==> config.mk <==
export PLATFORM = sky130hd
export DESIGN_NAME = memmap_decoder
export DESIGN_NICKNAME = d
export VERILOG_FILES = /design/src/rtl/mmdec_pkg.sv /design/src/rtl/mmdec_region_match.sv /design/src/rtl/mmdec_lanes.sv /design/src/rtl/memmap_decoder.sv
export SDC_FILE = /design/constraint.sdc
export NUM_CORES = 1
export LEC_CHECK = 0
export ABC_AREA = 1
export CAP_MARGIN = 30
export CORE_MARGIN = 2
export CORE_UTILIZATION = 35
export CTS_BUF_LIST = sky130_fd_sc_hd__clkbuf_2 sky130_fd_sc_hd__clkbuf_4 sky130_fd_sc_hd__clkbuf_8
export CTS_CLUSTER_SIZE = 16
export DETAILED_ROUTE_END_ITERATION = 10
export PLACE_DENSITY = 0.72
export SKIP_CTS_REPAIR_TIMING = 1
export SYNTH_ARGS = -nofsm -noshare
export SYNTH_HDL_FRONTEND = slang
export SYNTH_HIERARCHICAL = 1
export SYNTH_SLANG_ARGS = --single-unit
==> constraint.sdc <==
create_clock -name clk -period 2.35 [get_ports clk]
set_clock_uncertainty 0.1 [all_clocks]
set_input_delay 0.3525 -clock clk [delete_from_list [all_inputs] [get_ports clk]]
set_output_delay 0.3525 -clock clk [all_outputs]
set_load 0.01 [all_outputs]
==> src/rtl/mmdec_pkg.sv <==
package mmdec_pkg;

    localparam int NUM_DEV = 5;
    localparam int TAG_W   = 3;

    typedef enum logic [2:0] {
        DEV_SRAM_LO = 3'd0,
        DEV_ROM_LO  = 3'd1,
        DEV_NVM     = 3'd2,
        DEV_SRAM_HI = 3'd3,
        DEV_ROM_HI  = 3'd4,
        DEV_NONE    = 3'd5
    } dev_e;

    typedef enum logic [1:0] {
        ST_IDLE   = 2'd0,
        ST_ACCESS = 2'd1,
        ST_REPLY  = 2'd2,
        ST_FAULT  = 2'd3
    } state_e;

    // exact tag for each window, indexed by dev_e value
    localparam logic [TAG_W-1:0] FULL_TAG [NUM_DEV] =
        '{3'b001, 3'b010, 3'b011, 3'b101, 3'b110};

    // reduced decode: bits that take part, and the value they must have
    localparam logic [TAG_W-1:0] PART_MASK [NUM_DEV] =
        '{3'b110, 3'b111, 3'b011, 3'b110, 3'b111};
    localparam logic [TAG_W-1:0] PART_VAL [NUM_DEV] =
        '{3'b000, 3'b010, 3'b011, 3'b100, 3'b110};

    function automatic logic dev_is_rom(input dev_e d);
        return (d == DEV_ROM_LO) || (d == DEV_ROM_HI);
    endfunction

endpackage

==> src/rtl/mmdec_region_match.sv <==
module mmdec_region_match
    import mmdec_pkg::*;
#(
    parameter bit PARTIAL = 1'b0
) (
    input  logic [TAG_W-1:0] tag_i,
    output dev_e             dev_o
);

    logic [NUM_DEV-1:0] hit;

    for (genvar k = 0; k < NUM_DEV; k++) begin : g_dev
        if (PARTIAL) begin : g_part
            assign hit[k] = ((tag_i ^ PART_VAL[k]) & PART_MASK[k]) == '0;
        end else begin : g_full
            assign hit[k] = (tag_i == FULL_TAG[k]);
        end
    end

    // hits are disjoint by table construction; the loop only encodes
    always_comb begin
        dev_o = DEV_NONE;
        for (int k = NUM_DEV - 1; k >= 0; k--) begin
            if (hit[k]) dev_o = dev_e'(3'(k));
        end
    end

endmodule

==> src/rtl/mmdec_lanes.sv <==
module mmdec_lanes #(
    parameter int DATA_W = 16,
    localparam int LANES  = DATA_W / 8,
    localparam int LANE_W = (LANES > 1) ? $clog2(LANES) : 1
) (
    input  logic              word_i,
    input  logic [LANE_W-1:0] lane_i,
    input  logic [DATA_W-1:0] wdata_i,
    input  logic [DATA_W-1:0] slot_rdata_i,
    output logic [LANES-1:0]  be_o,
    output logic [DATA_W-1:0] wdata_o,
    output logic [DATA_W-1:0] rdata_o
);

    logic [DATA_W-1:0] shifted;

    always_comb begin
        shifted = slot_rdata_i >> {lane_i, 3'b000};
        if (word_i) begin
            be_o    = '1;
            wdata_o = wdata_i;
            rdata_o = slot_rdata_i;
        end else begin
            be_o    = LANES'(1) << lane_i;
            wdata_o = {LANES{wdata_i[7:0]}};
            rdata_o = {{(DATA_W-8){1'b0}}, shifted[7:0]};
        end
    end

endmodule

==> src/rtl/memmap_decoder.sv <==
module memmap_decoder
    import mmdec_pkg::*;
#(
    parameter int ADDR_W  = 16,
    parameter int DATA_W  = 16,
    parameter bit PARTIAL = 1'b0,
    localparam int OFFS_W = ADDR_W - TAG_W,
    localparam int LANES  = DATA_W / 8,
    localparam int LANE_W = (LANES > 1) ? $clog2(LANES) : 1
) (
    input  logic                      clk,
    input  logic                      rst_n,
    input  logic [ADDR_W-1:0]         bus_addr_i,
    input  logic                      bus_rd_i,
    input  logic                      bus_wr_i,
    input  logic                      bus_word_i,
    input  logic [DATA_W-1:0]         bus_wdata_i,
    output logic [DATA_W-1:0]         bus_rdata_o,
    output logic                      bus_ready_o,
    output logic                      bus_err_o,
    output logic [NUM_DEV-1:0]        dev_sel_o,
    output logic [OFFS_W-1:0]         dev_offs_o,
    output logic                      dev_we_o,
    output logic [LANES-1:0]          dev_be_o,
    output logic [DATA_W-1:0]         dev_wdata_o,
    input  logic [NUM_DEV*DATA_W-1:0] dev_rdata_i
);

    state_e state_q, state_d;

    dev_e              req_dev;
    logic              accept;
    logic              misaligned;
    logic              refuse;

    logic [ADDR_W-1:0] addr_q;
    logic              wr_q;
    logic              word_q;
    logic [DATA_W-1:0] wdata_q;
    dev_e              dev_q;
    logic [DATA_W-1:0] rdata_q;

    logic [DATA_W-1:0] slot_rdata;
    logic [DATA_W-1:0] lane_rdata;
    logic [DATA_W-1:0] lane_wdata;
    logic [LANES-1:0]  lane_be;

    mmdec_region_match #(.PARTIAL(PARTIAL)) u_match (
        .tag_i (bus_addr_i[ADDR_W-1:OFFS_W]),
        .dev_o (req_dev)
    );

    assign accept     = (state_q == ST_IDLE) && (bus_rd_i || bus_wr_i);
    assign misaligned = bus_word_i && (bus_addr_i[LANE_W-1:0] != '0);
    assign refuse     = (req_dev == DEV_NONE)
                     || (bus_wr_i && dev_is_rom(req_dev))
                     || misaligned;

    // data of the target held in dev_q
    always_comb begin
        slot_rdata = '0;
        for (int k = 0; k < NUM_DEV; k++) begin
            if (dev_q == dev_e'(3'(k))) slot_rdata = dev_rdata_i[k*DATA_W +: DATA_W];
        end
    end

    mmdec_lanes #(.DATA_W(DATA_W)) u_lanes (
        .word_i       (word_q),
        .lane_i       (addr_q[LANE_W-1:0]),
        .wdata_i      (wdata_q),
        .slot_rdata_i (slot_rdata),
        .be_o         (lane_be),
        .wdata_o      (lane_wdata),
        .rdata_o      (lane_rdata)
    );

    // next state
    always_comb begin
        state_d = state_q;
        unique case (state_q)
            ST_IDLE: begin
                if (accept) state_d = refuse ? ST_FAULT : ST_ACCESS;
            end
            ST_ACCESS: state_d = ST_REPLY;
            ST_REPLY:  state_d = ST_IDLE;
            ST_FAULT:  state_d = ST_IDLE;
        endcase
    end

    // state register
    always_ff @(posedge clk or negedge rst_n) begin
        if (!rst_n) state_q <= ST_IDLE;
        else        state_q <= state_d;
    end

    // request capture and read data capture
    always_ff @(posedge clk or negedge rst_n) begin
        if (!rst_n) begin
            addr_q  <= '0;
            wr_q    <= 1'b0;
            word_q  <= 1'b0;
            wdata_q <= '0;
            dev_q   <= DEV_NONE;
            rdata_q <= '0;
        end else begin
            if (accept) begin
                addr_q  <= bus_addr_i;
                wr_q    <= bus_wr_i;
                word_q  <= bus_word_i;
                wdata_q <= bus_wdata_i;
                dev_q   <= req_dev;
            end
            if (state_q == ST_ACCESS) begin
                rdata_q <= wr_q ? '0 : lane_rdata;
            end
        end
    end

    // outputs
    always_comb begin
        bus_rdata_o = '0;
        bus_ready_o = 1'b0;
        bus_err_o   = 1'b0;
        dev_sel_o   = '0;
        dev_we_o    = 1'b0;
        dev_be_o    = '0;
        dev_offs_o  = addr_q[OFFS_W-1:0];
        dev_wdata_o = lane_wdata;
        unique case (state_q)
            ST_IDLE: begin
            end
            ST_ACCESS: begin
                dev_sel_o = NUM_DEV'(1) << dev_q;
                dev_we_o  = wr_q;
                dev_be_o  = lane_be;
            end
            ST_REPLY: begin
                bus_ready_o = 1'b1;
                bus_rdata_o = rdata_q;
            end
            ST_FAULT: begin
                bus_ready_o = 1'b1;
                bus_err_o   = 1'b1;
                bus_rdata_o = '1;
            end
        endcase
    end

endmodule

==> results of run 1 <==
## flip-flops by register name, indices dropped and copies added (netlist names)
name     count
wr_q         1
addr_q      13
wdata_q     16
rdata_q     16
dev_q        3
state_q      2
word_q       1
## logic make-up after synthesis
kind of cell	count (synthesis)
simple gates	307
buf+inv	93
compound gates	58
flops	52
## Yosys cell counts
library cell,number,area (um2)
nor2_4,3,33.8
clkbuf_1,3,11.3
inv_8,1,11.3
nand2_4,1,11.3
clkinv_1,1,3.75
nand2_2,3,18.8
buf_6,7,78.8
buf_4,12,90.1
buf_1,2,7.51
o21ai_0,36,180
a21oi_1,19,95.1
nor4_2,1,12.5
nand4_1,16,100
or2_2,1,6.26
nand3_2,2,20.0
dfrtp_1,50,1250
inv_1,49,184
or2_1,1,6.26
inv_4,1,6.26
nor2_1,10,37.5
dfstp_2,2,52.6
o21ai_1,3,15.0
nand3_1,39,195
nand2_1,225,845
buf_2,13,65.1
nor3_1,1,5.00
nor4_1,2,12.5
inv_2,3,11.3
buf_12,1,20.0
nor3_4,2,32.5
## power groups by stage
stage	Clock (uW)	Sequential, uW	Combinational [uW]
6_report	516	1620	3840
5_1_grt	581	1670	4280
4_1_cts	537	1620	3820
3_5_place_dp	0	1630	3790
3_3_place_gp	0	1620	3710
2_1_floorplan	0	1540	2390
## per-stage QoR
step / TNS (ns) / hold WS [ns] / setup WS [ns]
CTS: -0.484 / -0.0686 / -0.195
finish: -0.0205 / 0.386 / -0.0205
detailed placement: 0 / 0.271 / 0.134
floorplan: 0 / -0.0431 / 0.557
global placement: 0 / 0.267 / 0.187
global route: -0.536 / 0.406 / -0.120
## layer usage
metal	part of all wire, %	global-route usage, %
met1	40	25.1
met2	48	37.2
met5	0	0
met3	9.7	6.58
met4	2.4	6.28
## path summary, 6_finish.rpt
kind	depth (start not counted)	to	start	slack, ns
max in group asynchronous	3	rdata_q[6]	rst_n	1.09
min in group asynchronous	2	wdata_q[7]	rst_n	0.44
worst max-delay path	3	dev_sel_o[4]	dev_q[2]	-0.02
worst min-delay path	2	addr_q[9]	addr_q[9]	0.39
worst min register to register	2	addr_q[9]	addr_q[9]	0.39
worst max register to register	9	rdata_q[11]	dev_q[2]	0.25
## layout by cell type (no fill, tap or decap)
cell type / count
nand2_1: 225
clkdlybuf4s50_1: 169
inv_1: 49
dfrtp_1: 47
nand3_1: 39
o21ai_0: 36
a21oi_1: 19
nand4_1: 16
buf_4: 14
nor2_1: 10
clkbuf_8: 5
nor2_4: 3
o21ai_1: 3
nand2_2: 3
dfrtp_2: 3
inv_4: 2
nor3_4: 2
inv_2: 2
nor4_2: 2
nand3_2: 2
nor3_1: 1
nor4_4: 1
clkinv_1: 1
or2_1: 1
clkinv_2: 1
inv_6: 1
clkbuf_4: 1
dfstp_2: 1
dfstp_4: 1
dlygate4sd3_1: 1
buf_2: 1
dlymetal6s2s_1: 1
inv_8: 1
nand2_4: 1
or2_2: 1
## worst reg2reg max path: cells and delay by family, from the launching register on
| kind | cells | cell delay [ns] |
|---|---|---|
| and+or+nand+nor | 6 | 1.07 |
| AOI/OAI and AO/OA | 1 | 0.08 |
| buffers and inverters | 2 | 0.23 |
| DFF | 1 | 0.50 |
## final cells by class
| type | instances | area share, % |
|---|---|---|
| repair buffers | 186 | 34.7 |
| multi-input cells | 365 | 31.3 |
| flip-flops and latches | 52 | 24.9 |
| inverters | 55 | 4.16 |
| well taps | 133 | 3.16 |
| clock buffers | 6 | 1.45 |
| clock inverters | 2 | 0.262 |
==> results.yml, run 1 <==
status:
  outcome: "finished, violations left"
  violations: "setup timing"
power:
  max-vdd-ir-drop_v: 0.000630
  power.switching_uw: 2780
  comb_power_share_pct: 64.3
  sw_frac_of_total_pct: 46.5
  internal_power_uw: 3200
  seqPwrFrac_pct: 27.1
  power_leakage_uw: 0.00252
  p_clk_share_pct: 8.6
  power_density_nw_per_um2: 1140
  total_power_uw: 5970
final_layout:
  final_cells: 799
  drive_above_1_share_pct: 7.21
  final_area_um2: 5260
  area_growth_pct: 53.8
  fillers: 947
  area.sequential_um2: 1310
  final_util_pct: 54.6
  n_antenna_cell: 0
  multi_input_area_um2: 1650
  fin_nets: 782
synth:
  avgSynthCellArea_um2: 6.70
  synth_cell_types: 30
  syn_area_um2: 3420
  synth-simple-area-share_pct: 39.1
  synthXorXnorAreaFrac_pct: 0
  synth-compound-area-share_pct: 8.49
  ys_ff_latch: 52
  synth.yosys.seq_area_share_pct: 38.1
  yosysWarnings: 6
  synth_fa_ha_area_share_pct: 0
  synthesis.nets: 627
  synth_mux_area_share_pct: 0
  synth_cells: 510
  synth_top_family_by_area: "simple AND/OR/NAND/NOR gates"
setup_path:
  crit_arrival_ns: 1.92
  critPathMaxFanout: 7
  crit_path_end_kind: "output port"
  slowest_stage: "dfstp_4"
  startpoint_type: "flip-flop"
  crit_path_max_incr_delay_ns: 0.66
  crit_chain: "inv_4, nor4_2, clkdlybuf4s50_1"
  required_ns: 1.90
  path_class: "flip-flop to output port"
  critPathBufInv: 2
  path_delay_family: "flip-flops"
routing:
  ant_nets: 0
  firstDrtPassIters: 5
  drc_errors: 0
  vias: 3795
  wirelength_um: 11100
  wl_per_cell_um: 13.9
  drt_iter0_drc: 142
  vias_per_cell: 4.75
die:
  die_h_um: 103
  die-area_um2: 10600
  start_util_pct: 35.5
  core_area_um2: 9640
  pin_count: 172
  num_rows: 36
  die_w_um: 103
clock_network:
  root_buffer: "clkbuf_8"
  cts_buffer_depth: 2
  clkTransAtPathRegs_ns: 0.09
  cts_tree: "built"
  htree_levels: 2
  cts_sinks: 52
  cts_buffers: 5
  clk_latency_ns: 0.29
global_route:
  grt_pass1_vias: 3846
  grt_remaining_overflow: 0
  antenna_found_initial: 0
  grt_usage_pct: 21.2
  grt_max_degree: 37
  grt_pass1_wl_um: 17800
placement:
  place_hpwl_um: 8590
  placedInstanceArea_um2: 5120
  globalplace.congestion: 0.899
  placed_cells_incl_taps: 789
  io_buffers: 171
sta:
  post-route-period-util_pct: 101
  setup-violations-final: 1
  hold_viol: 0
  worst_slack_ns: -0.0205
  fmax_mhz: 422
  grt_setup_unrepaired: "yes"
  relSlewSlack_pct: 59.4
  finalCriticalPeriod_ns: 2.37
  final-max-slew-violation-count: 0
  tightest_slew_ns: 0.607
job:
  cap_violations: 0
worst_hold_path:
  hold_path.class: "flip-flop to flip-flop"
No activity file was read; power rests on OpenSTA's default activity.
==> run 2: changes to the inputs <==
==> constraint.sdc (replaced) <==
create_clock -name clk -period 3 [get_ports clk]
set_clock_uncertainty 0.1 [all_clocks]
set_input_delay 0.45 -clock clk [delete_from_list [all_inputs] [get_ports clk]]
set_output_delay 0.45 -clock clk [all_outputs]
set_load 0.01 [all_outputs]
==> run 2 against run 1 <==
  * The flow now finishes without violations
  * Sequential share of layout area increased by 0.36 points
  * Clock power shrank 18%
  * Clock-buffer cell count increased by 1
  * First-iteration DRC count rose by 18%
  * Die area unchanged
  * Non-clock buffer count is 10 lower
  * Via count shrank 1.3%
  * Core utilization shrank 1.1 points
  * Global-route usage decreased by 0.36 points
  * Power is 24% lower
  * Largest cell class unchanged
  * Largest power group unchanged
  * Highest routed layer unchanged
==> results.yml, run 2 (synthesis results as in run 1) <==
final_layout:
  area_growth_pct: 50.7
  final_common_cell: "nand2_1"
  final_util_pct: 53.5
  final_cell_mix: "225 x nand2_1, 170 x clkdlybuf4s50_1, 50 x dfrtp_1, 49 x inv_1, 39 x nand3_1"
  drive_above_1_share_pct: 5.18
  final_cells: 789
  n_antenna_cell: 0
  top_regs: "rdata_q x16, wdata_q x16, addr_q x13"
  fin_nets: 772
  fillers: 961
die:
  die_h_um: 103
  die_w_um: 103
  start_util_pct: 35.5
  num_rows: 36
  core_area_um2: 9640
  die-area_um2: 10600
  pin_count: 172
setup_path:
  r2r_cells: 9
  crit_path_end_kind: "output port"
  critPathMaxFanout: 25
  crit_chain: "nand2_2, nor3_1, clkdlybuf4s50_1"
  required_ns: 2.45
  crit_arrival_ns: 2.11
  path_class: "flip-flop to output port"
  slowest_stage: "dfstp_2"
  startpoint_type: "flip-flop"
  worst_r2r_endpoint: "rdata_q[7]"
  reg2reg_slack_ns: 0.81
  crit_path_max_incr_delay_ns: 0.90
  crit-reg2reg-launch: "dev_q[1]"
placement:
  globalplace.congestion: 0.883
  placed_cells_incl_taps: 781
  place_hpwl_um: 8350
  io_buffers: 171
power:
  seqPwrFrac_pct: 28.8
  power_density_nw_per_um2: 881
  power_leakage_uw: 0.00245
  comb_power_share_pct: 61.9
  internal_power_uw: 2450
  p_clk_share_pct: 9.3
  power.switching_uw: 2100
  sw_frac_of_total_pct: 46.1
  max-vdd-ir-drop_v: 0.000558
job:
  cap_violations: 0
routing:
  wirelength_um: 10900
  ant_nets: 0
  drt_iter0_drc: 167
  vias_per_cell: 4.75
  drc_errors: 0
  wl_per_cell_um: 13.8
  vias: 3745
  firstDrtPassIters: 4
global_route:
  antenna_found_initial: 0
  grt_remaining_overflow: 0
  grt_pass1_vias: 3822
  grt_usage_pct: 20.9
  grt_pass1_wl_um: 17400
  grt_max_degree: 34
worst_hold_path:
  hold_path.class: "input pin to async pin"
sta:
  final-max-slew-violation-count: 0
  hold_viol: 0
  fmax_mhz: 376
  tightest_slew_ns: 0.674
  hold_ws_ns: 0.0578
  relSlewSlack_pct: 55.0
  post-route-period-util_pct: 88.6
  setup_tns_ns: 0
  grt_setup_unrepaired: "no"
  finalCriticalPeriod_ns: 2.66
  setup-violations-final: 0
clock_network:
  cts_sinks: 52
  clk_latency_ns: 0.30
  clkTransAtPathRegs_ns: 0.09
  cts_tree: "built"
  cts_buffer_depth: 2
  root_buffer: "clkbuf_8"
  htree_levels: 2
  cts_buffers: 5
status:
  outcome: "complete, no violations"
## run 2: cell count changes in the layout (fill, tap and decap cells not counted), sizes merged
cell and delta:
buf -9, dlymetal6s2s -1, clkinv -1, dlygate4sd3 -1, clkbuf +1, clkinvlp +1
inv -1, clkdlybuf4s50 +1
## run 2: through the flow
step	total power, uW	area, um2	setup slack [ns]
after detailed placement	4150	5060	0.683
final	4540	5150	0.343
after global placement	4090	5060	0.724
after global routing	4970	5150	0.257
after floorplan	3080	3420	1.11
after CTS	4590	5150	0.339
## run 2: routing by layer
metal | track usage, % | vias to the layer above | routed length [um]
met5 | 0 | - | 0
met4 | 5.87 | 0 | 180
met3 | 6.24 | 16 | 1020
met2 | 37.2 | 148 | 5250
met1 | 24.4 | 1704 | 4450
li1 | - | 1877 | -
## run 2: cell type report
type | count | area (um2) | share of cell area (%)
clock buffers | 7 | 90.1 | 1.75
repair buffers | 176 | 1740 | 33.8
well taps | 133 | 166 | 3.23
multi-input cells | 365 | 1630 | 31.6
clock inverters | 1 | 7.51 | 0.146
inverters | 55 | 216 | 4.20
flip-flops and latches | 52 | 1300 | 25.3
## run 2: worst max-delay path by stage
| stage | from | endpoint | slack, ns | cells past startpoint |
|---|---|---|---|---|
| after detailed placement | dev_q[0] | dev_sel_o[3] | 0.68 | 3 |
| after global routing | dev_q[2] | dev_sel_o[4] | 0.26 | 3 |
| final | dev_q[0] | dev_sel_o[3] | 0.34 | 3 |
| after global placement | dev_q[0] | dev_sel_o[3] | 0.72 | 3 |
| after CTS | dev_q[0] | dev_sel_o[3] | 0.34 | 3 |
| after floorplan | dev_q[2] | dev_sel_o[4] | 1.11 | 4 |
## run 2: worst max-delay path: cells and delay by family (launching register included)
family	cells	cell delay [ns]
and+or+nand+nor	2	0.35
buffers and inverters	1	0.56
DFF	1	0.90
## run 2: power by group through the flow
stage          logic [uW]  clock network, uW  registers [uW]
3_5_place_dp         2830                  0            1320
5_1_grt              3150                464            1360
4_1_cts              2850                438            1310
6_report             2810                423            1310
3_3_place_gp         2800                  0            1300
2_1_floorplan        1870                  0            1210
==> run 3: changes to the inputs <==
--- a/config.mk
+++ b/config.mk
@@ -8,11 +8,11 @@
 export ABC_AREA = 1
 export CAP_MARGIN = 30
 export CORE_MARGIN = 2
-export CORE_UTILIZATION = 35
+export CORE_UTILIZATION = 45
 export CTS_BUF_LIST = sky130_fd_sc_hd__clkbuf_2 sky130_fd_sc_hd__clkbuf_4 sky130_fd_sc_hd__clkbuf_8
 export CTS_CLUSTER_SIZE = 16
 export DETAILED_ROUTE_END_ITERATION = 10
-export PLACE_DENSITY = 0.72
+export PLACE_DENSITY = 0.89
 export SKIP_CTS_REPAIR_TIMING = 1
 export SYNTH_ARGS = -nofsm -noshare
 export SYNTH_HDL_FRONTEND = slang
==> run 3 against run 2 <==
  * Power grew 2.5%
  * Wire length is 1.8% lower
  * Clock power up 18%
  * Non-clock buffer count is the same
  * Register-to-register slack got worse by 0.05 ns
  * Sequential share of layout area rose by 0.12 points
  * Flip-flop and latch count stayed put
  * Critical path type unchanged
  * Critical endpoint unchanged
  * Largest cell class unchanged
  * Largest power group unchanged
==> results.yml, run 3 (synthesis results as in run 1) <==
status:
  outcome: "complete, no violations"
final_layout:
  final_common_cell: "nand2_1"
  area_growth_pct: 50.0
  final_cells: 755
  area.sequential_um2: 1300
  drive_above_1_share_pct: 5.18
  fillers: 611
  n_antenna_cell: 0
  fin_nets: 772
  top_regs: "rdata_q x16, wdata_q x16, addr_q x13"
  final_cell_mix: "225 x nand2_1, 170 x clkdlybuf4s50_1, 50 x dfrtp_1, 49 x inv_1, 39 x nand3_1"
  final_area_um2: 5130
  multi_input_area_um2: 1630
clock_network:
  cts_buffers: 5
  cts_sinks: 52
  clkTransAtPathRegs_ns: 0.10
  htree_levels: 2
  root_buffer: "clkbuf_8"
  cts_tree: "built"
  clk_latency_ns: 0.31
  cts_buffer_depth: 2
sta:
  setup-violations-final: 0
  finalCriticalPeriod_ns: 2.71
  grt_setup_unrepaired: "no"
  tightest_slew_ns: 0.702
  post-route-period-util_pct: 90.4
  worst_slack_ns: 0.289
  hold_viol: 0
  setup_tns_ns: 0
  final-max-slew-violation-count: 0
  relSlewSlack_pct: 53.2
  fmax_mhz: 369
die:
  start_util_pct: 46.9
  core_area_um2: 7290
  pin_count: 172
  num_rows: 31
  die_h_um: 91.2
  die-area_um2: 8310
  die_w_um: 91.2
routing:
  vias: 3801
  ant_nets: 0
  firstDrtPassIters: 5
  drt_iter0_drc: 176
  vias_per_cell: 5.03
  wirelength_um: 10700
  drc_errors: 0
  wl_per_cell_um: 14.2
worst_hold_path:
  hold_path.class: "input pin to async pin"
global_route:
  grt_pass1_vias: 3761
  grt_usage_pct: 25.7
  grt_use_met3_pct: 7.72
  grt_max_degree: 34
  grt_most_used_layer: "met2"
  grt_pass1_wl_um: 17300
  grt_use_met1_pct: 30.8
  grt_remaining_overflow: 0
  antenna_found_initial: 0
  globalRouteMet2Util_pct: 43.9
setup_path:
  required_ns: 2.45
  critPathMaxFanout: 25
  startpoint_type: "flip-flop"
  path_class: "flip-flop to output port"
  crit_path_end_kind: "output port"
  crit_arrival_ns: 2.16
placement:
  globalplace.congestion: 0.899
  io_buffers: 171
  place_hpwl_um: 8260
  placed_cells_incl_taps: 747
  place_ws_ns: 0.643
  placedInstanceArea_um2: 5010
power:
  power_leakage_uw: 0.00246
  total_power_uw: 4660
  power_density_nw_per_um2: 908
  max-vdd-ir-drop_v: 0.000563
job:
  cap_violations: 0
-- run 3: cell count changes in the layout (fill, tap and decap cells not counted), sizes merged --
cell and delta:
bufinv +1, clkbuf -1, clkinvlp -1, inv +1
-- run 3: worst max-delay path: stages, from the launching register on --
cell and delay [ns]:
dfstp_2 0.88, nand2_2 0.15, nor3_1 0.25, clkdlybuf4s50_1 0.58
-- run 3: worst paths after layout --
kind	slack, ns	from	depth (start not counted)	endpoint
setup / recovery	0.29	dev_q[0]	3	dev_sel_o[3]
hold / removal	0.02	rst_n	1	rdata_q[13]
setup reg to reg	0.76	dev_q[2]	8	rdata_q[2]
hold reg to reg	0.39	wdata_q[12]	2	wdata_q[12]
max in group asynchronous	1.98	rst_n	2	addr_q[11]
min in group clk	0.39	wdata_q[12]	2	wdata_q[12]
-- run 3: metal layers --
layer  up-vias  share of wire [%]
li1       1872                  -
met1      1713                 40
met2       186                 47
met3        30                9.7
met4         0                3.1
met5         -                  0
-- run 3: final cells by class --
cell class | instances | area share [%]
clock buffer | 6 | 1.49
sequential | 52 | 25.4
inverter | 55 | 4.22
multi-input combinational | 365 | 31.7
tap | 99 | 2.41
timing repair buffer | 176 | 34.0
clock inverter | 2 | 0.756
-- run 3: stage by stage --
stage                     util, %  hold slack, ns
after global placement       68.8           0.357
final                        70.4          0.0189
after global routing         70.4          0.0547
after detailed placement     68.8           0.365
after CTS                    70.4          0.0312
after floorplan                 -          0.0544
-- run 3: where the power goes --
part / internal (uW) / switching (uW)
logic: 1230 / 1590
registers: 1020 / 317
clock network: 262 / 239
